File: src/rtl/sdcmd_pkg.sv
package sdcmd_pkg;
  typedef enum logic [3:0] {
    K_DESL = 4'd0,
    K_NOP  = 4'd1,
    K_BST  = 4'd2,
    K_RD   = 4'd3,
    K_RDA  = 4'd4,
    K_WR   = 4'd5,
    K_WRA  = 4'd6,
    K_ACT  = 4'd7,
    K_PRE  = 4'd8,
    K_PALL = 4'd9,
    K_REF  = 4'd10,
    K_MRS  = 4'd11
  } kind_t;
  localparam int KIND_N = 12;
  localparam int BL_W   = 4;
endpackage

File: src/rtl/sdcmd_decode.sv
module sdcmd_decode
  import sdcmd_pkg::*;
(
  input  logic  cs_n,
  input  logic  ras_n,
  input  logic  cas_n,
  input  logic  we_n,
  input  logic  ap_bit,
  output kind_t kind
);
  always_comb begin
    kind = K_DESL;
    if (!cs_n) begin
      case ({ras_n, cas_n, we_n})
        3'b111:  kind = K_NOP;
        3'b110:  kind = K_BST;
        3'b101:  kind = ap_bit ? K_RDA : K_RD;
        3'b100:  kind = ap_bit ? K_WRA : K_WR;
        3'b011:  kind = K_ACT;
        3'b010:  kind = ap_bit ? K_PALL : K_PRE;
        3'b001:  kind = K_REF;
        default: kind = K_MRS;
      endcase
    end
  end
endmodule

File: src/rtl/sdcmd_mode.sv
module sdcmd_mode
  import sdcmd_pkg::*;
#(
  parameter int BA_W        = 2,
  parameter int DEF_BL_CODE = 2
) (
  input  logic            clk,
  input  logic            rst,
  input  logic            strobe,
  input  logic [BA_W-1:0] ba,
  input  logic            ap_bit,
  input  logic [2:0]      code,
  output logic [BL_W-1:0] bl,
  output logic            mrs_err
);
  logic ok;
  assign ok      = (ba == '0) && !ap_bit && !code[2];
  assign mrs_err = strobe && !ok;

  always_ff @(posedge clk) begin
    if (rst) begin
      bl <= BL_W'(1) << DEF_BL_CODE;
    end else if (strobe && ok) begin
      bl <= BL_W'(1) << code[1:0];
    end
  end

  // the length changes only after a well-formed mode set
  a_r10_bl_change: assert property (@(posedge clk) disable iff (rst)
    !$stable(bl) |-> $past(strobe && ok));
  a_r10_bl_legal: assert property (@(posedge clk) disable iff (rst)
    $countones(bl) == 1);
endmodule

File: src/rtl/sdcmd_bank_slot.sv
module sdcmd_bank_slot
  import sdcmd_pkg::*;
#(
  parameter int ROW_W = 13
) (
  input  logic             clk,
  input  logic             rst,
  input  logic             sel,
  input  logic             is_act,
  input  logic             is_col,
  input  logic             is_ap,
  input  logic             is_pre_one,
  input  logic             is_pall,
  input  logic [ROW_W-1:0] row_in,
  input  logic [BL_W-1:0]  bl,
  output logic             open,
  output logic [ROW_W-1:0] row,
  output logic             cerr
);
  logic [BL_W-1:0] cnt;
  logic            pend;
  logic            act_ok;
  logic            col_ok;
  logic            close_now;

  assign pend      = (cnt != '0);
  assign act_ok    = sel && is_act && !open;
  assign col_ok    = sel && is_col && open && !pend;
  assign close_now = is_pall || (sel && is_pre_one);
  assign cerr      = sel && ((is_act && open) || (is_col && (!open || pend)));

  always_ff @(posedge clk) begin
    if (rst) begin
      open <= 1'b0;
      row  <= '0;
      cnt  <= '0;
    end else if (close_now) begin
      open <= 1'b0;
      cnt  <= '0;
    end else if (act_ok) begin
      open <= 1'b1;
      row  <= row_in;
    end else if (col_ok && is_ap) begin
      cnt <= bl;
    end else if (pend) begin
      cnt <= cnt - 1'b1;
      if (cnt == BL_W'(1)) open <= 1'b0;
    end
  end

  // an accepted activate opens the bank with the presented row
  a_r5_act_latch: assert property (@(posedge clk) disable iff (rst)
    (sel && is_act && !open) |=> (open && row == $past(row_in)));
  // a bank closes only by precharge or by the end of its countdown
  a_r8_close_cause: assert property (@(posedge clk) disable iff (rst)
    $fell(open) |-> $past(is_pall || (sel && is_pre_one) || cnt == BL_W'(1)));
  // an open bank keeps its row unless it is closed
  a_r5_row_hold: assert property (@(posedge clk) disable iff (rst)
    ($past(open) && open) |-> $stable(row));
endmodule

File: src/rtl/sdram_cmd_tracker.sv
module sdram_cmd_tracker
  import sdcmd_pkg::*;
#(
  parameter int ROW_W       = 13,
  parameter int BA_W        = 2,
  parameter int AP_BIT      = 10,
  parameter int DEF_BL_CODE = 2,
  localparam int NB         = 1 << BA_W
) (
  input  logic                clk,
  input  logic                rst,
  input  logic                cke,
  input  logic                cs_n,
  input  logic                ras_n,
  input  logic                cas_n,
  input  logic                we_n,
  input  logic [BA_W-1:0]     ba,
  input  logic [ROW_W-1:0]    addr,
  output logic [KIND_N-1:0]   cmd_vec,
  output logic [BA_W-1:0]     cmd_bank,
  output logic [NB-1:0]       bank_open,
  output logic [NB*ROW_W-1:0] open_rows,
  output logic                err
);
  logic            cke_q;
  kind_t           kind;
  logic [BL_W-1:0] bl;
  logic            mrs_err;
  logic            is_act, is_col, is_ap, is_pre_one, is_pall, is_ref, is_mrs;
  logic [NB-1:0]   bank_err;
  logic            err_now;

  sdcmd_decode u_dec (
    .cs_n   (cs_n),
    .ras_n  (ras_n),
    .cas_n  (cas_n),
    .we_n   (we_n),
    .ap_bit (addr[AP_BIT]),
    .kind   (kind)
  );

  assign is_act     = cke_q && (kind == K_ACT);
  assign is_col     = cke_q && (kind == K_RD || kind == K_RDA ||
                                kind == K_WR || kind == K_WRA);
  assign is_ap      = cke_q && (kind == K_RDA || kind == K_WRA);
  assign is_pre_one = cke_q && (kind == K_PRE);
  assign is_pall    = cke_q && (kind == K_PALL);
  assign is_ref     = cke_q && (kind == K_REF);
  assign is_mrs     = cke_q && (kind == K_MRS);

  sdcmd_mode #(.BA_W(BA_W), .DEF_BL_CODE(DEF_BL_CODE)) u_mode (
    .clk     (clk),
    .rst     (rst),
    .strobe  (is_mrs),
    .ba      (ba),
    .ap_bit  (addr[AP_BIT]),
    .code    (addr[2:0]),
    .bl      (bl),
    .mrs_err (mrs_err)
  );

  for (genvar i = 0; i < NB; i++) begin : g_bank
    sdcmd_bank_slot #(.ROW_W(ROW_W)) u_slot (
      .clk        (clk),
      .rst        (rst),
      .sel        (cke_q && (ba == BA_W'(i))),
      .is_act     (is_act),
      .is_col     (is_col),
      .is_ap      (is_ap),
      .is_pre_one (is_pre_one),
      .is_pall    (is_pall),
      .row_in     (addr),
      .bl         (bl),
      .open       (bank_open[i]),
      .row        (open_rows[i*ROW_W +: ROW_W]),
      .cerr       (bank_err[i])
    );
  end

  assign err_now = (|bank_err) || mrs_err || (is_ref && (|bank_open));

  always_ff @(posedge clk) begin
    if (rst) begin
      cke_q    <= 1'b0;
      cmd_vec  <= '0;
      cmd_bank <= '0;
      err      <= 1'b0;
    end else begin
      cke_q    <= cke;
      cmd_vec  <= cke_q ? (KIND_N'(1) << kind) : '0;
      cmd_bank <= ba;
      err      <= err_now;
    end
  end

  // never more than one command named at a time
  a_r2_onehot: assert property (@(posedge clk) disable iff (rst)
    $onehot0(cmd_vec));
  // a command after a low clock enable is dropped
  a_r4_gate: assert property (@(posedge clk) disable iff (rst)
    !cke_q |=> (cmd_vec == '0));
  // an accepted refresh leaves every bank idle
  a_r9_ref_idle: assert property (@(posedge clk) disable iff (rst)
    (cmd_vec[int'(K_REF)] && !err) |-> (bank_open == '0));
endmodule

File: config.mk
export PLATFORM = sky130hd
export DESIGN_NAME = sdram_cmd_tracker
export DESIGN_NICKNAME = d
export VERILOG_FILES = /design/src/rtl/sdcmd_pkg.sv /design/src/rtl/sdcmd_decode.sv /design/src/rtl/sdcmd_mode.sv /design/src/rtl/sdcmd_bank_slot.sv /design/src/rtl/sdram_cmd_tracker.sv
export SDC_FILE = /design/constraint.sdc
export NUM_CORES = 1
export LEC_CHECK = 0
export BUFFER_PORTS_ARGS = -buffer_cell sky130_fd_sc_hd__buf_2
export CAP_MARGIN = 20
export CORE_ASPECT_RATIO = 2
export CORE_UTILIZATION = 39
export CTS_BUF_LIST = sky130_fd_sc_hd__clkbuf_4
export CTS_CLUSTER_SIZE = 30
export DETAILED_ROUTE_END_ITERATION = 8
export SLEW_MARGIN = 20
export SYNTH_ARGS = -nofsm -noshare
export SYNTH_HDL_FRONTEND = slang
export SYNTH_SLANG_ARGS = --single-unit
File: constraint.sdc
create_clock -name clk -period 2.85 [get_ports clk]
set_clock_uncertainty 0.1 [all_clocks]
set_input_delay 0.57 -clock clk [delete_from_list [all_inputs] [get_ports clk]]
set_output_delay 0.57 -clock clk [all_outputs]
set_load 0.01 [all_outputs]
# After elaboration in Yosys (flattened, before gate mapping)
# Cells that the tools add are included.
[op_classes]
n_mux = 29
bitwise = 9
eq_ne = 27
reduce_logical = 121
add_sub_neg = 4
n_shift = 2
[op_table]
columns = ["op", "n"]
rows = [
  ["$logic_and 1x1->1", 56],
  ["$mux 4", 9],
  ["$pmux 4 s7", 1],
  ["$reduce_bool 2->1", 12],
  ["$logic_or 1x1->1", 18],
  ["$mux 1", 17],
  ["$eq 4x1->1 const B", 4],
  ["$eq 4x3->1 const B", 4],
  ["$eq 4x4->1 const B", 4],
  ["$reduce_and 2->1", 8],
  ["$reduce_bool 4->1", 4],
  ["$sub 4x1->4 const B", 4],
  ["$eq 3x3->1 const B", 4],
  ["$reduce_and 3->1", 4],
  ["$shl 1x4->12 const A", 1],
  ["$logic_not 1->1", 11],
  ["$reduce_or 2->1", 5],
  ["$not 1->1", 9],
  ["$ne 2x1->1 const B", 4],
  ["$reduce_or 4->1", 2],
  ["$eq 3x2->1 const B", 2],
  ["$eq 2x2->1 const B", 2],
  ["$eq 4x2->1 const B", 1],
  ["$shl 1x2->4 const A", 1],
  ["other kinds (5)", 5],
]
[totals]
word_cells = 209
reg_bits = 92
inputBits = 22
out_inout_bits = 71

# Logic depth before layout (Yosys ltp)
# Gate-level depths: netlist of run 1.
[logic_depth]
word_depth = 14
ltp_mapped = 8
ltp_nobuf = 7

# Cells and area by module
# Synthesis of run 1 repeated with hierarchy kept, for this count alone.
[unflattened]
cells_unflattened = 498
hier_area_um2 = 4021.4
[modules_own_cells]
columns = ["mod", "n_inst", "cells_each", "seq_area_each_um2", "area_each_um2"]
rows = [
  ["sdcmd_bank_slot", 4, 101, 360.3, 793.3],
  ["sdram_cmd_tracker", 1, 59, 320.3, 561.8],
  ["sdcmd_mode", 1, 20, 80.1, 178.9],
  ["sdcmd_decode", 1, 15, 0.0, 107.6],
]

# Worst setup path before layout of run 1
# Ideal clock, no wire load.
[synth_timing]
kind = "input to register"
from = "input cs_n"
to = "register g_bank[2].u_slot.row[11]"
stages = 7
arrival_ps = 2129
required_ps = 2622
setup_slack_ps = 494
setup_time_ps = 128
n_path_buf = 2
cell_sequence = "buf_6 -> or3b_4 -> or4b_4 -> nor2_8 -> buf_12 -> mux2i_1 -> nor2_1"
[synth_between]
elab_chain_len = 7
word_cells_on_any_way = 13
classes_between = "eq/ne (3); mux (1); bitwise (1); reduce/logical (8)"
[synth_lines]
columns = ["item", "line", "rtl"]
rows = [
  ["start, declared", "sdram_cmd_tracker.sv:13", "input logic cs_n,"],
  ["$mux 4 *", "sdcmd_decode.sv:13", "if (!cs_n) begin"],
  ["$eq 4x4->1", "sdram_cmd_tracker.sv:46", "assign is_pre_one = cke_q && (kind == K_PRE);"],
  ["$logic_and 1x1->1", "sdram_cmd_tracker.sv:46", ""],
  ["$logic_and 1x1->1", "sdcmd_bank_slot.sv:29", "assign close_now = is_pall || (sel && is_pre_one);"],
  ["$logic_or 1x1->1", "sdcmd_bank_slot.sv:29", ""],
  ["$not 1->1 (no line)", "-", ""],
  ["$reduce_and 2->1 (no line) *", "-", ""],
  ["end signal, assigned", "sdcmd_bank_slot.sv:42", "row <= row_in;"],
  ["end, declared", "sdcmd_bank_slot.sv:17", "output logic [ROW_W-1:0] row,"],
]
# Mark *: on every way between the ends. The rest lies on a longest branch, timed or not.
# A chain may end at the register's enable or synchronous reset.

# Worst setup path after layout of run 1
[layout_timing]
from = "register g_bank[3].u_slot.cnt[0]"
to = "register g_bank[3].u_slot.cnt[2]"
[layout_between]
elab_chain_len = 6
word_cells_on_any_way = 9
classes_between = "add/sub (1); mux (2); reduce/logical (6)"
[layout_lines]
columns = ["item", "line", "rtl"]
rows = [
  ["start, declared", "sdcmd_bank_slot.sv:20", "logic [BL_W-1:0] cnt;"],
  ["start signal, assigned", "sdcmd_bank_slot.sv:44", "cnt <= bl;"],
  ["start signal, assigned", "sdcmd_bank_slot.sv:46", "cnt <= cnt - 1'b1;"],
  ["branches (longest 6 deep; another with $sub 4x1->4)", "-", ""],
]
# Several ways; the timed one is not identified. The select of a mux whose other input is x is not followed.

==> flow_summary.toml, run 1 <==
[global_routing]
grt_pass1_wl_um = 19800
antenna_found_initial = 1
grt_max_degree = 42
grt_pass1_vias = 3777
globalRoute.totalOverflow = 0
grt_util_all_layers = 0.224

[sta]
final_hold_viol_count = 0
rsz0062_at_grt = "false"
slew_viol_final = 0
setup_tns_ns = 0
period_share = 0.785
final.min_clock_period_ns = 2.24
tightest_slew_ns = 0.789
relSlewSlack = 0.474
setup_viol = 0
max_freq_mhz = 447

[power]
p_clk_frac = 0.223
power_density_nw_per_um2 = 630
power.leakage_nw = 2.09
internal-power_w = 0.00205
switching_share = 0.352
p_switching_w = 0.00111
irDropWorstVdd_v = 0.000428
comb_power_share = 0.310
seq_power_share = 0.467

[final_layout]
fin_util = 0.464
final_layout_size_suffix_gt1_frac = 0.250
syn_to_final_growth_pct = 16.3
fin_nets = 629
fillCellCount = 1117

[synthesis]
ys_warn_count = 0
async_reset_ff_frac = 0
syn_area_um2 = 4320
synth_cell_types = 60
synth_edf_count = 0
yosysSeqAreaShare = 0.427
avgSynthCellArea_um2 = 8.46
synth_ff_type = "dfxtp_1"
ys_ff_latch = 92
synthesis.instances = 510
syn-num-nets = 544

[outcome]
status = "complete, but fails checks"
violations = "design-rule violations"

[worst_setup_path]
slowest_stage = "nor3b_1"
path_delay_family = "compound AO/OA/AOI/OAI gates"
worst-path-buf-inv = 1
timing.critical_path.cells = "inv_1 > ha_1 > nor3b_1 > o31ai_1 > a2bb2oi_1 > a21oi_1 > o21ba_2"
path_class = "reg2reg"
worstPathRequired_ns = 3.14
crit_path_end_kind = "flip-flop"
r2r_slack_ns = 0.61
cp-start-kind = "flip-flop"
critPathMaxStageDelay_ns = 0.52
cp.arrival_ns = 2.53
path_max_fanout = 6

[drt]
vias_per_cell = 5.42
routed_wl_um = 12300
ant_nets = 0
drtIter0Drc = 261
drc = 1
dr.pass1.iters = 7
vias = 4015
wl_per_cell_um = 16.6

[clock_tree]
path_clk_slew_ns = 0.15
clockBufferDepth = 2
root_buffer = "clkbuf_4"
ctsHoldBuffers = 0
cts_buffers = 9
htreeDepth = 3
cts.sinks = 92
cts_setup_buffers = 0
cts-resized-gates = 0
clk_latency_ns = 0.48
cts_tree = "built"

[placed_design]
port_buffers = 92
place_congestion = 0.831
place_hpwl_um = 9040

[die]
core_area_um2 = 10800
die_area_um2 = 11500
io_pins = 93
die_w_um = 76.4
initial_core_util = 0.399
row_count = 54
die_y_um = 151

[flow_run]
max_cap_violations = 0

[hold_path]
hold_class = "in2reg"
[synth_stat cells, drive strengths merged (2+ instances only)]
cell	count	area, um2
nand2	95	357
a21o	4	31.3
ha	12	150
nand3b	6	45.0
a211o	5	43.8
o41ai	6	52.6
mux2	2	22.5
clkbuf	18	67.6
buf	16	119
and3	2	12.5
mux2i	20	200
and3b	5	46.3
nand2b	9	56.3
inv	16	60.1
o22ai	2	12.5
nor3b	8	70.1
a2bb2oi	4	41.3
a31oi	2	12.5
o21ai	6	30.0
nand3	5	30.0
nand4	8	50.1
nor4bb	2	20.0
nor2	42	174
o31ai	3	22.5
or2	5	31.3
nor2b	6	37.5
or3b	2	20.0
dfxtp	92	1840
o21a	3	22.5
a31o	2	17.5
nor4	11	105
or3	2	13.8
nor3	10	50.1
or4b	2	23.8
a21oi	67	335
[routing by layer]
metal,track usage,vias up,part of all wire
met1,0.234,1886,0.37
li1,-,1945,-
met4,0.142,0,0.043
met5,0,-,0
met3,0.0337,32,0.056
met2,0.414,152,0.53
[power groups by stage]
stage / registers, W / clock network, W / logic, W
global placement: 0.00150 / 0 / 0.000945
floorplan: 0.00148 / 0 / 0.000733
global route: 0.00150 / 0.000774 / 0.00109
CTS: 0.00148 / 0.000723 / 0.000978
detailed placement: 0.00151 / 0 / 0.000973
finish: 0.00148 / 0.000705 / 0.000980
[logic make-up after synthesis]
logic type / after synthesis / share of synthesized area
and+or+nand+nor: 224 / 0.274
AOI/OAI and AO/OA: 110 / 0.156
muxes: 22 / 0.0516
adders and majority gates: 12 / 0.0348
buffers and inverters: 50 / 0.0571
DFF: 92 / 0.427
[final cells by class]
type	count	area [um2]	area share
repair buffers	108	581	0.116
diodes	1	2.50	0.000499
clock buffers	10	75.1	0.0150
multi-input cells	368	2230	0.444
flip-flops and latches	92	1840	0.367
well taps	140	175	0.0349
clock inverters	6	55.1	0.0110
inverters	16	60.1	0.0120
[stage by stage]
step           power, W  instances  instance area [um2]  worst slack (ns)  hold WS, ns
6_report        0.00316        741                 5020             0.614        0.226
3_3_place_gp    0.00245        724                 4890             0.206        0.341
5_1_grt         0.00336        741                 5020             0.435        0.246
2_1_floorplan   0.00221        510                 4320             0.494        0.356
3_5_place_dp    0.00248        724                 4890             0.158        0.347
4_1_cts         0.00318        740                 5020             0.617        0.219
[flip-flops by register name, summed over array words and instances (netlist names)]
| signal | cells |
|---|---|
| cmd_bank | 2 |
| u_mode.bl | 4 |
| cke_q | 1 |
| g_bank.u_slot.cnt | 16 |
| g_bank.u_slot.row | 52 |
| g_bank.u_slot.open | 4 |
| cmd_vec | 12 |
| err | 1 |
[path summary, 6_finish.rpt]
path                                                 to  depth (start not counted)                             startpoint
setup / recovery   g_bank[3].u_slot.cnt[2]$_SDFFE_PP0P_                          7   g_bank[3].u_slot.cnt[0]$_SDFFE_PP0P_
hold / removal                         cke_q$_SDFF_PP0_                          2                                    cke
setup reg to reg   g_bank[3].u_slot.cnt[2]$_SDFFE_PP0P_                          7   g_bank[3].u_slot.cnt[0]$_SDFFE_PP0P_
hold reg to reg   g_bank[1].u_slot.row[11]$_SDFFE_PP0P_                          2  g_bank[1].u_slot.row[11]$_SDFFE_PP0P_
[cells in the final DEF, fill, tap and decap left out, types with 9 or more instances in the layout]
cell type | synthesis | routed
a21oi_1 | 67 | 67
buf_2 | 7 | 92
buf_4 | 5 | 16
clkbuf_4 | 0 | 10
dfxtp_1 | 92 | 92
ha_1 | 12 | 12
inv_1 | 16 | 16
mux2i_1 | 20 | 20
nand2_1 | 95 | 95
nand2b_1 | 9 | 9
nor2_1 | 41 | 41
nor3_1 | 10 | 10
Power figures use the tool's default switching activity.
==> run 2: changes to the inputs <==
==> constraint.sdc (replaced) <==
create_clock -name clk -period 2.1 [get_ports clk]
set_clock_uncertainty 0.1 [all_clocks]
set_input_delay 0.42 -clock clk [delete_from_list [all_inputs] [get_ports clk]]
set_output_delay 0.42 -clock clk [all_outputs]
set_load 0.01 [all_outputs]
==> run 2 against run 1 <==
The run still ends with design-rule violations left. Critical endpoint is now g_bank[2].u_slot.row[2]$_SDFFE_PP0P_. Fmax increased by 6.5%. Clock power increased by 43%. Core utilization up 4.2 points. Largest cell class unchanged. Sequential cell count unchanged.
==> flow_summary.toml, run 2 (same netlist as run 1, synthesis figures left out) <==
[sta]
fin_ws_ns = 0.0000422
tightest_slew_ns = 0.578
period_share = 1.00
rsz0062_at_grt = "true"
setup_viol = 0
final.min_clock_period_ns = 2.10
relSlewSlack = 0.615
setup_tns_ns = 0
max_freq_mhz = 476
slew_viol_final = 0
final_hold_viol_count = 0

[worst_setup_path]
path_delay_family = "simple AND/OR/NAND/NOR gates"
worstPathRequired_ns = 2.34
r2r_slack_ns = 0.00004
cp.depth = 6
cp.arrival_ns = 2.34
slowest_stage = "or4b_4"
cp-start-kind = "flip-flop"
rr_endpoint = "g_bank[2].u_slot.row[2]$_SDFFE_PP0P_"
crit_path_end_kind = "flip-flop"
worst-r2r-cell-count = 6
critPathMaxStageDelay_ns = 0.56
worst-path-buf-inv = 1
r2r_start = "cke_q$_SDFF_PP0_"
path_max_fanout = 8
timing.critical_path.cells = "or3b_4 > or4b_4 > nor2_8 > buf_12 > mux2i_2 > nor2_1"
path_class = "reg2reg"

[final_layout]
final_cell_mix = "nand2_1, buf_2, dfxtp_1, a21oi_1, buf_4"
fin_nets = 676
final_layout_size_suffix_gt1_frac = 0.317
regMostFlops = "g_bank.u_slot.row"
syn_to_final_growth_pct = 26.9
largest_reg_flops = 52
fin_cells = 787
top_regs = "g_bank.u_slot.row: 52 flops, g_bank.u_slot.cnt: 16 flops, cmd_vec: 12 flops"
layout_commonest_cell = "nand2_1"

[die]
io_pins = 93
row_count = 54
initial_core_util = 0.399
die_w_um = 76.4
die_y_um = 151
die_area_um2 = 11500
core_area_um2 = 10800

[global_routing]
globalRoute.totalOverflow = 0
grt_pass1_wl_um = 20400
grt_max_degree = 58
grt_util_all_layers = 0.228
antenna_found_initial = 1
grt_pass1_vias = 4206

[outcome]
status = "complete, but fails checks"
violations = "design-rule violations"

[hold_path]
hp-start = "cke"
min_to = "cke_q$_SDFF_PP0_"
hold_class = "in2reg"
holdPathStages = 2

[placed_design]
port_buffers = 92
place_hpwl_um = 9710
place_inst = 770
place_congestion = 0.903
place_ws_ns = -0.225

[flow_run]
max_cap_violations = 0

[drt]
ant_nets = 0
drc = 1
drtIter0Drc = 229
dr.pass1.iters = 6
wl_per_cell_um = 16.2
vias_per_cell = 5.32
routed_wl_um = 12700
vias = 4185

[power]
power.leakage_nw = 2.35
irDropWorstVdd_v = 0.000638
power_density_nw_per_um2 = 838

[clock_tree]
htreeDepth = 3
clk_latency_ns = 0.45
cts_tree = "built"
ctsHoldBuffers = 0
clockBufferDepth = 2
cts.sinks = 92
cts_buffers = 9
path_clk_slew_ns = 0.15
root_buffer = "clkbuf_4"
run 2: cell types whose count changed in the layout (fill, tap and decap cells not counted), sizes merged:
| cell | before | now |
|---|---|---|
| clkinv | 0 | 2 |
| buf | 108 | 154 |
| inv | 20 | 19 |
| bufinv | 0 | 1 |
| clkinvlp | 2 | 0 |
run 2: worst reg2reg max path: stages (launching register included):
cell	delay, ns
dfxtp_2	0.35
or3b_4	0.41
or4b_4	0.56
nor2_8	0.14
buf_12	0.15
mux2i_2	0.22
nor2_1	0.05
run 2: cell type report:
cell class / instances / area [um2]
Timing Repair Buffer: 155 / 988
Antenna cell: 1 / 2.50
Clock inverter: 6 / 70.1
Fill cell: 1089 / 5330
Clock buffer: 9 / 67.6
Sequential cell: 92 / 1840
Inverter: 16 / 60.1
Multi-Input combinational cell: 368 / 2270
Tap cell: 140 / 175
run 2: what timing repair did:
item,CTS,global route
cloned,0,1
buffers inserted,0,0
resized for setup,1,9
endpoints found under the hold margin,0,0
setup endpoints to repair,7,25
run 2: routing by layer:
layer	track usage	part of all wire
met1	0.219	0.37
met2	0.434	0.54
met3	0.0458	0.049
met4	0.151	0.048
met5	0	0
run 2: power breakdown:
part / switching (W) / leakage (nW) / internal (W)
Clock: 0.000641 / 0.0772 / 0.000370
Sequential: 0.000131 / 0.745 / 0.00186
Combinational: 0.000781 / 1.53 / 0.000804
run 2: worst max-delay path by stage:
stage                     startpoint                               endpoint  slack (ns)
floorplan                       cs_n  g_bank[2].u_slot.row[11]$_SDFFE_PP0P_       -0.10
global placement               ras_n   g_bank[2].u_slot.row[6]$_SDFFE_PP0P_       -0.19
detailed placement             ras_n   g_bank[2].u_slot.row[7]$_SDFFE_PP0P_       -0.22
CTS                 cke_q$_SDFF_PP0_   g_bank[2].u_slot.row[7]$_SDFFE_PP0P_       -0.02
global route        cke_q$_SDFF_PP0_   g_bank[2].u_slot.row[7]$_SDFFE_PP0P_       -0.05
finish              cke_q$_SDFF_PP0_   g_bank[2].u_slot.row[2]$_SDFFE_PP0P_     0.00004
run 2: metrics by stage:
step / hold slack, ns / power, W / utilization / instance area (um2)
after floorplan: 0.356 / 0.00300 / - / 4320
after global placement: 0.342 / 0.00351 / 0.487 / 5270
after detailed placement: 0.346 / 0.00357 / 0.487 / 5270
after CTS: 0.0611 / 0.00457 / 0.500 / 5410
after global routing: 0.0953 / 0.00486 / 0.507 / 5480
final: 0.0788 / 0.00459 / 0.507 / 5480
